===== config.mk =====
export PLATFORM = sky130hd
export DESIGN_NAME = irq_prio_ctrl
export DESIGN_NICKNAME = d
export VERILOG_FILES = /design/src/rtl/irqc_pkg.sv /design/src/rtl/irqc_sync.sv /design/src/rtl/irqc_req_reg.sv /design/src/rtl/irqc_resolver.sv /design/src/rtl/irqc_regif.sv /design/src/rtl/irq_prio_ctrl.sv
export SDC_FILE = /design/constraint.sdc
export NUM_CORES = 1
export LEC_CHECK = 0
export ABC_CLOCK_PERIOD_IN_PS = 4200
export BUFFER_PORTS_ARGS = -buffer_cell sky130_fd_sc_hd__buf_2
export CORE_MARGIN = 4
export CORE_UTILIZATION = 27
export CTS_CLUSTER_SIZE = 28
export DETAILED_ROUTE_END_ITERATION = 7
export SLEW_MARGIN = 5
export SYNTH_ARGS = -nofsm -noshare
export SYNTH_HDL_FRONTEND = slang
export SYNTH_SLANG_ARGS = --single-unit

===== constraint.sdc =====
create_clock -name clk -period 4.2 [get_ports clk]
set_input_delay 0.21 -clock clk [delete_from_list [all_inputs] [get_ports clk]]
set_output_delay 0.21 -clock clk [all_outputs]
set_load 0.02 [all_outputs]

===== src/rtl/irqc_pkg.sv =====
package irqc_pkg;

  // opcode carried in the two top bits of a command write
  typedef enum logic [1:0] {
    CMD_RSEL = 2'b00,
    CMD_EOI  = 2'b01,
    CMD_CFG  = 2'b10,
    CMD_BASE = 2'b11
  } cmd_op_e;

  typedef struct packed {
    logic edge_mode;  // 1: transition triggered, 0: level triggered
    logic wide_step;  // 1: vector step 8, 0: vector step 4
  } cfg_t;

endpackage


===== src/rtl/irqc_sync.sv =====
module irqc_sync #(
  parameter int N      = 8,
  parameter int STAGES = 2
) (
  input  logic         clk,
  input  logic         rst_n,
  input  logic [N-1:0] d_i,
  output logic [N-1:0] q_o
);

  localparam int CHAIN_W = STAGES * N;

  logic [CHAIN_W-1:0] chain_q;
  logic [CHAIN_W-1:0] chain_d;

  generate
    if (STAGES == 1) begin : g_single
      assign chain_d = d_i;
    end else begin : g_multi
      assign chain_d = {chain_q[CHAIN_W-N-1:0], d_i};
    end
  endgenerate

  always_ff @(posedge clk or negedge rst_n) begin
    if (!rst_n) chain_q <= '0;
    else        chain_q <= chain_d;
  end

  assign q_o = chain_q[CHAIN_W-1 -: N];

  // first flop captures the raw line on every edge
  assert_first_stage_R1: assert property (@(posedge clk) disable iff (!rst_n)
    1'b1 |=> chain_q[N-1:0] == $past(d_i));

endmodule


===== src/rtl/irqc_req_reg.sv =====
module irqc_req_reg #(
  parameter int N = 8
) (
  input  logic         clk,
  input  logic         rst_n,
  input  logic [N-1:0] lvl_i,
  input  logic         edge_mode_i,
  input  logic [N-1:0] clr_i,
  output logic [N-1:0] pend_o
);

  logic [N-1:0] prev_q;
  logic [N-1:0] pend_q;
  logic [N-1:0] pend_d;
  logic [N-1:0] rise;

  assign rise = lvl_i & ~prev_q;

  always_comb begin
    if (edge_mode_i) pend_d = (pend_q | rise) & lvl_i & ~clr_i;
    else             pend_d = lvl_i;
  end

  always_ff @(posedge clk or negedge rst_n) begin
    if (!rst_n) begin
      prev_q <= '0;
      pend_q <= '0;
    end else begin
      prev_q <= lvl_i;
      pend_q <= pend_d;
    end
  end

  assign pend_o = pend_q;

  assert_clear_wins_R2: assert property (@(posedge clk) disable iff (!rst_n)
    (|clr_i) |=> ((pend_q & $past(clr_i)) == '0));

  assert_level_follows_R2: assert property (@(posedge clk) disable iff (!rst_n)
    !edge_mode_i |=> pend_q == $past(lvl_i));

  assert_edge_needs_line_R2: assert property (@(posedge clk) disable iff (!rst_n)
    edge_mode_i |=> ((pend_q & ~$past(lvl_i)) == '0));

endmodule


===== src/rtl/irqc_resolver.sv =====
module irqc_resolver #(
  parameter int N     = 8,
  parameter int IDX_W = $clog2(N)
) (
  input  logic [N-1:0]     pend_i,
  input  logic [N-1:0]     mask_i,
  input  logic [N-1:0]     isr_i,
  output logic             win_valid_o,
  output logic [IDX_W-1:0] win_idx_o,
  output logic [N-1:0]     isr_top_o
);

  logic [N-1:0] elig;
  logic [N-1:0] allow;
  logic [N-1:0] cand;
  logic         blocked;

  // a line may win only if no in-service bit sits at or above its priority
  always_comb begin
    elig    = pend_i & ~mask_i;
    blocked = 1'b0;
    allow   = '0;
    for (int i = 0; i < N; i++) begin
      blocked  = blocked | isr_i[i];
      allow[i] = ~blocked;
    end
    cand = elig & allow;
  end

  always_comb begin
    win_idx_o = '0;
    for (int i = N - 1; i >= 0; i--) begin
      if (cand[i]) win_idx_o = IDX_W'(i);
    end
  end

  assign win_valid_o = |cand;
  assign isr_top_o   = isr_i & (~isr_i + 1'b1);

endmodule


===== src/rtl/irqc_regif.sv =====
module irqc_regif
  import irqc_pkg::*;
#(
  parameter int N  = 8,
  parameter int DW = 8
) (
  input  logic          clk,
  input  logic          rst_n,
  input  logic          cs_n_i,
  input  logic          rd_n_i,
  input  logic          wr_n_i,
  input  logic          addr_i,
  input  logic [DW-1:0] wdata_i,
  input  logic [N-1:0]  pend_i,
  input  logic [N-1:0]  isr_i,
  output logic [N-1:0]  mask_o,
  output cfg_t          cfg_o,
  output logic [DW-1:0] base_o,
  output logic          eoi_o,
  output logic [DW-1:0] rdata_o
);

  localparam int BASE_SHIFT = 2;
  localparam int BASE_SRC_W = DW - BASE_SHIFT;

  logic    wr_en;
  logic    rd_en;
  logic    cmd_we;
  cmd_op_e op;

  logic    mask_we, cfg_we, base_we, rsel_we;

  logic [N-1:0]  mask_q, mask_d;
  cfg_t          cfg_q, cfg_d;
  logic [DW-1:0] base_q, base_d;
  logic          rsel_q, rsel_d;

  assign wr_en  = ~cs_n_i & ~wr_n_i;
  assign rd_en  = ~cs_n_i & ~rd_n_i;
  assign op     = cmd_op_e'(wdata_i[DW-1 -: 2]);
  assign cmd_we = wr_en & ~addr_i;

  assign mask_we = wr_en & addr_i;
  assign cfg_we  = cmd_we & (op == CMD_CFG);
  assign base_we = cmd_we & (op == CMD_BASE);
  assign rsel_we = cmd_we & (op == CMD_RSEL);
  assign eoi_o   = cmd_we & (op == CMD_EOI);

  always_comb begin
    mask_d           = wdata_i[N-1:0];
    cfg_d.edge_mode  = wdata_i[0];
    cfg_d.wide_step  = wdata_i[1];
    base_d           = {wdata_i[BASE_SRC_W-1:0], {BASE_SHIFT{1'b0}}};
    rsel_d           = wdata_i[0];
  end

  always_ff @(posedge clk or negedge rst_n) begin
    if (!rst_n) begin
      mask_q <= '1;
      cfg_q  <= '0;
      base_q <= '0;
      rsel_q <= 1'b0;
    end else begin
      if (mask_we) mask_q <= mask_d;
      if (cfg_we)  cfg_q  <= cfg_d;
      if (base_we) base_q <= base_d;
      if (rsel_we) rsel_q <= rsel_d;
    end
  end

  always_comb begin
    rdata_o = '0;
    if (rd_en) begin
      if (addr_i)      rdata_o[N-1:0] = mask_q;
      else if (rsel_q) rdata_o[N-1:0] = isr_i;
      else             rdata_o[N-1:0] = pend_i;
    end
  end

  assign mask_o = mask_q;
  assign cfg_o  = cfg_q;
  assign base_o = base_q;

  assert_mask_load_R3: assert property (@(posedge clk) disable iff (!rst_n)
    (!cs_n_i && !wr_n_i && addr_i) |=> mask_q == $past(wdata_i[N-1:0]));

  assert_deselect_R10: assert property (@(posedge clk) disable iff (!rst_n)
    cs_n_i |=> ($stable(mask_q) && $stable(base_q) && $stable(rsel_q) && cfg_q == $past(cfg_q)));

  assert_quiet_bus_R8: assert property (@(posedge clk) disable iff (!rst_n)
    (cs_n_i || rd_n_i) |-> rdata_o == '0);

endmodule


===== src/rtl/irq_prio_ctrl.sv =====
module irq_prio_ctrl
  import irqc_pkg::*;
#(
  parameter int N_LINES     = 8,
  parameter int DATA_W      = 8,
  parameter int SYNC_STAGES = 2
) (
  input  logic              clk,
  input  logic              rst_n,
  input  logic [N_LINES-1:0] irq_i,
  input  logic              cs_n,
  input  logic              rd_n,
  input  logic              wr_n,
  input  logic              addr_i,
  input  logic [DATA_W-1:0] wdata_i,
  output logic [DATA_W-1:0] rdata_o,
  input  logic              ack_i,
  output logic              int_o,
  output logic [DATA_W-1:0] vec_o
);

  localparam int IDX_W     = $clog2(N_LINES);
  localparam int SPUR_IDX  = N_LINES - 1;
  localparam int NARROW_SH = 2;
  localparam int WIDE_SH   = 3;

  // reset: asserted at once, released through two flops
  logic [1:0] rst_pipe_q;
  logic       rst_int_n;

  always_ff @(posedge clk or negedge rst_n) begin
    if (!rst_n) rst_pipe_q <= 2'b00;
    else        rst_pipe_q <= {rst_pipe_q[0], 1'b1};
  end
  assign rst_int_n = rst_pipe_q[1];

  logic [N_LINES-1:0] lvl;
  logic [N_LINES-1:0] pend;
  logic [N_LINES-1:0] mask;
  logic [N_LINES-1:0] isr_q, isr_d;
  logic [N_LINES-1:0] isr_top;
  logic [N_LINES-1:0] isr_set;
  logic [N_LINES-1:0] isr_clr;
  logic [N_LINES-1:0] pend_clr;
  logic               win_valid;
  logic [IDX_W-1:0]   win_idx;
  cfg_t               cfg;
  logic [DATA_W-1:0]  base;
  logic               eoi;
  logic [DATA_W-1:0]  vec_q, vec_d;
  logic [IDX_W-1:0]   vec_idx;
  logic               vec_en;

  irqc_sync #(.N(N_LINES), .STAGES(SYNC_STAGES)) u_sync (
    .clk   (clk),
    .rst_n (rst_int_n),
    .d_i   (irq_i),
    .q_o   (lvl)
  );

  irqc_req_reg #(.N(N_LINES)) u_req (
    .clk         (clk),
    .rst_n       (rst_int_n),
    .lvl_i       (lvl),
    .edge_mode_i (cfg.edge_mode),
    .clr_i       (pend_clr),
    .pend_o      (pend)
  );

  irqc_resolver #(.N(N_LINES), .IDX_W(IDX_W)) u_res (
    .pend_i      (pend),
    .mask_i      (mask),
    .isr_i       (isr_q),
    .win_valid_o (win_valid),
    .win_idx_o   (win_idx),
    .isr_top_o   (isr_top)
  );

  irqc_regif #(.N(N_LINES), .DW(DATA_W)) u_regif (
    .clk     (clk),
    .rst_n   (rst_int_n),
    .cs_n_i  (cs_n),
    .rd_n_i  (rd_n),
    .wr_n_i  (wr_n),
    .addr_i  (addr_i),
    .wdata_i (wdata_i),
    .pend_i  (pend),
    .isr_i   (isr_q),
    .mask_o  (mask),
    .cfg_o   (cfg),
    .base_o  (base),
    .eoi_o   (eoi),
    .rdata_o (rdata_o)
  );

  // in-service update: acknowledge sets the winner, end of service drops the top bit
  always_comb begin
    isr_set  = '0;
    pend_clr = '0;
    if (ack_i && win_valid) begin
      isr_set[win_idx] = 1'b1;
      if (cfg.edge_mode) pend_clr[win_idx] = 1'b1;
    end
    isr_clr = eoi ? isr_top : '0;
    isr_d   = (isr_q | isr_set) & ~isr_clr;
  end

  // vector update
  always_comb begin
    vec_en  = ack_i;
    vec_idx = win_valid ? win_idx : IDX_W'(SPUR_IDX);
    if (cfg.wide_step) vec_d = base + (DATA_W'(vec_idx) << WIDE_SH);
    else               vec_d = base + (DATA_W'(vec_idx) << NARROW_SH);
  end

  always_ff @(posedge clk or negedge rst_int_n) begin
    if (!rst_int_n) begin
      isr_q <= '0;
      vec_q <= '0;
    end else begin
      isr_q <= isr_d;
      if (vec_en) vec_q <= vec_d;
    end
  end

  assign int_o = win_valid;
  assign vec_o = vec_q;

  assert_int_needs_request_R4: assert property (@(posedge clk) disable iff (!rst_int_n)
    int_o |-> |(pend & ~mask));

  assert_ack_adds_one_R5: assert property (@(posedge clk) disable iff (!rst_int_n)
    (ack_i && int_o && !eoi) |=> $countones(isr_q) == $past($countones(isr_q)) + 1);

  assert_spurious_keeps_isr_R6: assert property (@(posedge clk) disable iff (!rst_int_n)
    (ack_i && !int_o && !eoi) |=> isr_q == $past(isr_q));

  assert_vec_holds_R6: assert property (@(posedge clk) disable iff (!rst_int_n)
    !ack_i |=> $stable(vec_o));

  assert_eoi_drops_one_R7: assert property (@(posedge clk) disable iff (!rst_int_n)
    (eoi && !ack_i && (|isr_q)) |=> $countones(isr_q) == $past($countones(isr_q)) - 1);

  assert_masked_silent_R3: assert property (@(posedge clk) disable iff (!rst_int_n)
    (mask == '1) |-> !int_o);

endmodule


### Word level (Yosys, flattened, before mapping)

Index checks and enable logic that the tools add are counted.

* $add $sub $neg: 3
* multipliers: 0
* divide/modulo/power cells: 0
* $lt $le $gt $ge: 2
* eq/ne operators: 3
* shift operators: 0
* muxes and demuxes: 20
* bitwise operators: 41
* reductions and logical operators: 4

Operator list (count)
* 2-to-1 mux 8 bit: 9
* AND 8 bit: 7
* inverter 8 bit: 5
* 2-to-1 mux 3 bit: 9
* OR 8 bit: 2
* inverter 1 bit: 12
* adder 8 x 1 -> 8 bit, second input constant: 1
* adder 8 x 5 -> 8 bit: 1
* adder 8 x 6 -> 8 bit: 1
* AND 1 bit: 8
* OR reduction 8 bit: 1
* OR 1 bit: 7
* == test 2 bit, second input constant: 2
* < comparator 3 x 4 -> 1 bit, second input constant: 1
* demux 1 bit (select 3 bit): 1
* greater-or-equal comparator 3 x 1 -> 1 bit, second input constant: 1
* == test 2 x 1 -> 1 bit, second input constant: 1
* logical AND 1 bit: 2
* logical NOT 2 bit: 1
* 2-to-1 mux 1 bit: 1

* flip-flop bits (word level): 67
* bits in latches: 0
* memory bits (writable): 0
* memory bits (read-only): 0
* output and inout bits: 17
* logic and storage cells: 84
* memories kept: 0

### Depth between registers and ports, before layout

* depth in word-level cells: 26
* mapped depth: 12

### Hierarchy

Synthesis repeated with hierarchy kept, for this count alone.

* cell total of the unflattened synthesis: 292
* area, all modules: 3355.7 um2

Modules (own cells, without submodules)
* irq_prio_ctrl: times used 1, cells each 113, area each 1091.0 um2, seq. area each 450.4 um2
* irqc_regif: times used 1, cells each 72, area each 944.7 um2, seq. area each 435.4 um2
* irqc_req_reg: times used 1, cells each 42, area each 576.8 um2, seq. area each 400.4 um2
* irqc_sync: times used 1, cells each 24, area each 460.4 um2, seq. area each 400.4 um2
* irqc_resolver: times used 1, cells each 41, area each 282.8 um2, seq. area each 0.0 um2

### Least setup slack after synthesis

No wires, ideal clock.

* kind: register to register
* start point: reg isr_q[2]
* end point: reg vec_q[6] (netlist: vec_o[6])
* setup time: 0.125 ns
* arrival time: 2.870 ns
* slack: 1.205 ns
* stages on the path, launching flop included: 13
* buffers on the path: 1
* period minus slack after synthesis: 2.995 ns
* cells stage by stage: dfrtp_1 -> or4_4 -> o32a_2 -> and2_4 -> buf_6 -> a21o_1 -> ha_1 -> fa_1 -> a21oi_1 -> nor3b_1 -> a21oi_1 -> xnor2_1 -> mux2_2

* word-level cells in the longest chain between the ends: 19
* elaborated cells between the ends (all ways): 26

Ends and longest elaborated chain
* from (decl): line irq_prio_ctrl.sv:40 `logic [N_LINES-1:0] isr_q, isr_d;`
* from (signal assigned): line irq_prio_ctrl.sv:121 `isr_q <= isr_d;`
* OR 1 bit *: line irqc_resolver.sv:24 `blocked = blocked | isr_i[i];`
* OR 1 bit (5 in a row): line irqc_resolver.sv:24
* inverter 1 bit: line irqc_resolver.sv:25 `allow[i] = ~blocked;`
* AND 8 bit *: line irqc_resolver.sv:27 `cand = elig & allow;`
* 2-to-1 mux 3 bit (8 in a row): line irqc_resolver.sv:33 `if (cand[i]) win_idx_o = IDX_W'(i);`
* 2-to-1 mux 3 bit *: line irq_prio_ctrl.sv:111 `vec_idx = win_valid ? win_idx : IDX_W'(SPUR_IDX);`
* adder 8 x 5 -> 8 bit or adder 8 x 6 -> 8 bit (tied branches): line irq_prio_ctrl.sv:113, irq_prio_ctrl.sv:112
* 2-to-1 mux 8 bit *: line irq_prio_ctrl.sv:112 `if (cfg.wide_step) vec_d = base + (DATA_W'(vec_idx) << WIDE_SH);`
* to (signal assigned): line irq_prio_ctrl.sv:122 `if (vec_en) vec_q <= vec_d;`
* to (decl): line irq_prio_ctrl.sv:50 `logic [DATA_W-1:0] vec_q, vec_d;`

Mark *: on every way between the ends. The rest lies on a longest branch, timed or not.
A chain may end at the register's enable or synchronous reset.

### Worst setup path after layout

* start point: reg isr_q[0]
* end point: reg vec_q[6] (netlist: vec_o[6])

* word-level cells in the longest chain between the ends: 20
* elaborated cells between the ends (all ways): 29

Ends and longest elaborated chain (line)
* OR 1 bit (7 in a row): irqc_resolver.sv:24
* inverter 1 bit: irqc_resolver.sv:25
* AND 8 bit *: irqc_resolver.sv:27
* 2-to-1 mux 3 bit (8 in a row): irqc_resolver.sv:33
* 2-to-1 mux 3 bit *: irq_prio_ctrl.sv:111
* adder 8 x 5 -> 8 bit or adder 8 x 6 -> 8 bit (tied branches): irq_prio_ctrl.sv:113, irq_prio_ctrl.sv:112
* 2-to-1 mux 8 bit *: irq_prio_ctrl.sv:112

Marked as above.

==> reports/metrics.cfg <==
[setup_path]
arrival_ns=3.33
crit_type=flip-flop to flip-flop
critPathMaxFanout=7
cpMaxStageDelayCell=dfrtp_1
cp_cell_sequence=nor3b_1 > nor2b_1 > a32oi_1 > nand2_1 > a21o_1 > ha_1 > fa_1 > a21oi_1 > nor3b_1 > a21oi_1 > xnor2_1 > mux2_2
crit_path_max_incr_delay_ns=0.44
cp.required_ns=4.43
worst_path_dominant_cell_family=compound AO/OA/AOI/OAI gates
startpoint_type=flip-flop
worst-path-buf-inv=0
endpoint_kind=flip-flop

[logic_synthesis]
synth_edf_count=0
synth_area_um2=3008
ys_seq_elements=65
synth_warnings=0
synth_top_area_share_pct=47.42
synth_top_cell_by_area=dfrtp_1
synthDistinctLibCells=47
synth_flop_cell=dfrtp_1
synth_common_cells=dfrtp_1, nor2_1, nand2_1, mux2_2, a21oi_1
synth_cells=265
ys_top_cells_by_area=dfrtp_1, mux2_2, dfstp_2
postSynthAreaPerCell_um2=11.35
ys_seq_area_share_pct=54.41
ys_async_sr_fraction_pct=100.0
yosysMostFrequentCell=dfrtp_1

[cts]
cts_buffer_depth=2
cts_root_buf=clkbuf_8
cts_buffers=9
clk_pin_slew_ns=0.08
clk_latency_ns=0.34
htreeDepth=3
cts_tree=built
clock_sinks=65
cts_resized=0
hold_buffers=9
cts_setup_buffers=0

[power_and_ir_drop]
pwr-share-comb_pct=29.2
seq_power_share_pct=41.0
cellPowerDensity_nw_per_um2=592.6
total_leakage_power_nw=1.592
p_sw_uw=722.6
netSwitchingFraction_pct=33.44
internal_power_mw=1.438
ir_worst_vdd_uv=220.1
clkPwrFrac_pct=29.8

[floorplan]
die_w_um=113.5
chipHeight_um=113.5
io_pins=40
core_um2=10890
dieArea_um2=12890
start_util_pct=27.63
rows=38

[layout]
finalNetCount=344
design_area_um2=3646
area_growth_pct=21.21
diodes=0
drive_above_1_share_pct=29.65

[drt]
wl_per_cell_um=14.75
viasPerCell=4.707
vias=2151
drc_errors=0
drtPass1Iterations=5
drt.antenna.violating_nets=0
first_iter_violations=99
wl_um=6743

[global_route]
grt_util_all_layers_pct=11.60
grt_max_degree=64
grt_overflow=0
grt_pass1_vias=2278
antenna_found_initial=0
grt_pass1_wl_um=11690

[sta]
period_needed_ns=3.098
finClkSkew_ns=0.007990
drv_slew=0
hold_viol_final=0
rsz0062_at_grt=false
fmax_mhz=322.8
tightestPinTransition_ns=0.7801
setup_viol=0
maxSlewHeadroom_pct=48.00
finalCritPeriodShare_pct=73.76
setup_tns_ns=0

[placement]
place_congestion=0.8680
port_buffers=37
dp_hpwl_um=5047
dpl-instance-area_um2=3313

[flow_run]
drv_cap=0

[worst_hold_path]
holdCritPathClass=primary input to flip-flop

[run_status]
status=finished clean

power groups by stage:
stage / clock network [mW] / registers, mW / logic, mW
floorplan: 0 / 0.881 / 0.471
global placement: 0 / 0.895 / 0.625
detailed placement: 0 / 0.897 / 0.628
CTS: 0.663 / 0.887 / 0.638
global route: 0.687 / 0.910 / 0.711
finish: 0.644 / 0.885 / 0.632
worst paths after layout:
| path | startpoint | endpoint | slack, ns | depth (start not counted) |
|---|---|---|---|---|
| max | isr_q[0]$_DFF_PN0_ | vec_o[6]$_DFFE_PN0P_ | 1.10 | 12 |
| min | wdata_i[5] | u_regif.base_o[7]$_DFFE_PN0P_ | 0.11 | 2 |
| max in group asynchronous | rst_pipe_q[1]$_DFF_PN0_ | u_req.prev_q[1]$_DFF_PN0_ | 3.27 | 1 |
| max reg2reg | isr_q[0]$_DFF_PN0_ | vec_o[6]$_DFFE_PN0P_ | 1.10 | 12 |
| min in group asynchronous | rst_n | rst_pipe_q[1]$_DFF_PN0_ | 0.18 | 2 |
| min reg2reg | u_sync.chain_q[0]$_DFF_PN0_ | u_sync.chain_q[8]$_DFF_PN0_ | 0.35 | 0 |
layer usage:
layer | global-route usage, % | share of wire (%) | up-vias
li1 | - | - | 1035
met1 | 14.82 | 46 | 1061
met2 | 18.88 | 48 | 42
met3 | 2.759 | 3.2 | 13
met4 | 4.808 | 2.6 | 0
met5 | 0 | 0 | -
worst register-to-register path, cell delays in order, from the launching register on:
cell	delay, ns
dfrtp_1	0.44
nor3b_1	0.38
nor2b_1	0.11
a32oi_1	0.23
nand2_1	0.25
a21o_1	0.25
ha_1	0.21
fa_1	0.41
a21oi_1	0.16
nor3b_1	0.06
a21oi_1	0.17
xnor2_1	0.08
mux2_2	0.26
cells in the final DEF, fill, tap and decap left out, types with 2 or more instances in the layout:
cell / n
dfstp_2: 8
o21ai_0: 14
nor2b_1: 4
fa_1: 2
a21o_1: 4
a31oi_1: 8
a21oi_1: 16
nor3b_1: 3
nand3b_1: 3
bufinv_16: 3
nand3_1: 8
ha_1: 7
nor2_1: 25
xnor2_1: 4
clkbuf_8: 9
nand2b_1: 6
conb_1: 3
dlygate4sd3_1: 9
buf_2: 37
or2_2: 2
nor3_1: 2
clkinvlp_4: 2
mux2i_1: 10
and2_4: 3
nand2_1: 21
inv_1: 2
dfrtp_1: 56
mux2_2: 19
a22o_1: 4
layout make-up:
| type | instances | area, um2 |
|---|---|---|
| clock buffers | 9 | 123.9 |
| repair buffers | 47 | 282.8 |
| clock inverters | 7 | 118.9 |
| well taps | 140 | 175.2 |
| fillers | 1085 | 7242 |
| flip-flops and latches | 65 | 1638 |
| multi-input cells | 187 | 1300 |
| inverters | 2 | 7.507 |
logic make-up after synthesis:
kind of cell	count (synthesis)	synth area share, %
compound gates	55	11.52
fa+ha+maj	9	4.243
other cells	2	0.2497
buf+inv	14	2.496
mux	29	10.44
simple gates	86	15.18
xor+xnor	5	1.456
flops	65	54.41
state kept, by name, indices dropped and copies added (netlist names):
| name | flops |
|---|---|
| u_regif.rsel_q | 1 |
| u_sync.chain_q | 16 |
| u_regif.base_o | 6 |
| isr_q | 8 |
| u_req.prev_q | 8 |
| u_regif.cfg_o | 2 |
| u_req.pend_o | 8 |
| u_regif.mask_o | 8 |
| vec_o | 6 |
| rst_pipe_q | 2 |
through the flow:
stage                     power, mW  instances  util [%]  hold WS [ns]  setup WS (ns)
after floorplan               1.351        266         -      -0.08559          1.205
after global placement        1.520        432     30.43     -0.005106          1.160
after detailed placement      1.525        432     30.43     -0.002474          1.111
after CTS                     2.188        457     33.49       0.09175          1.105
after global routing          2.307        457     33.49        0.1067         0.8417
final                         2.161        457     33.49        0.1091          1.102
No activity file was read; power rests on OpenSTA's default activity.
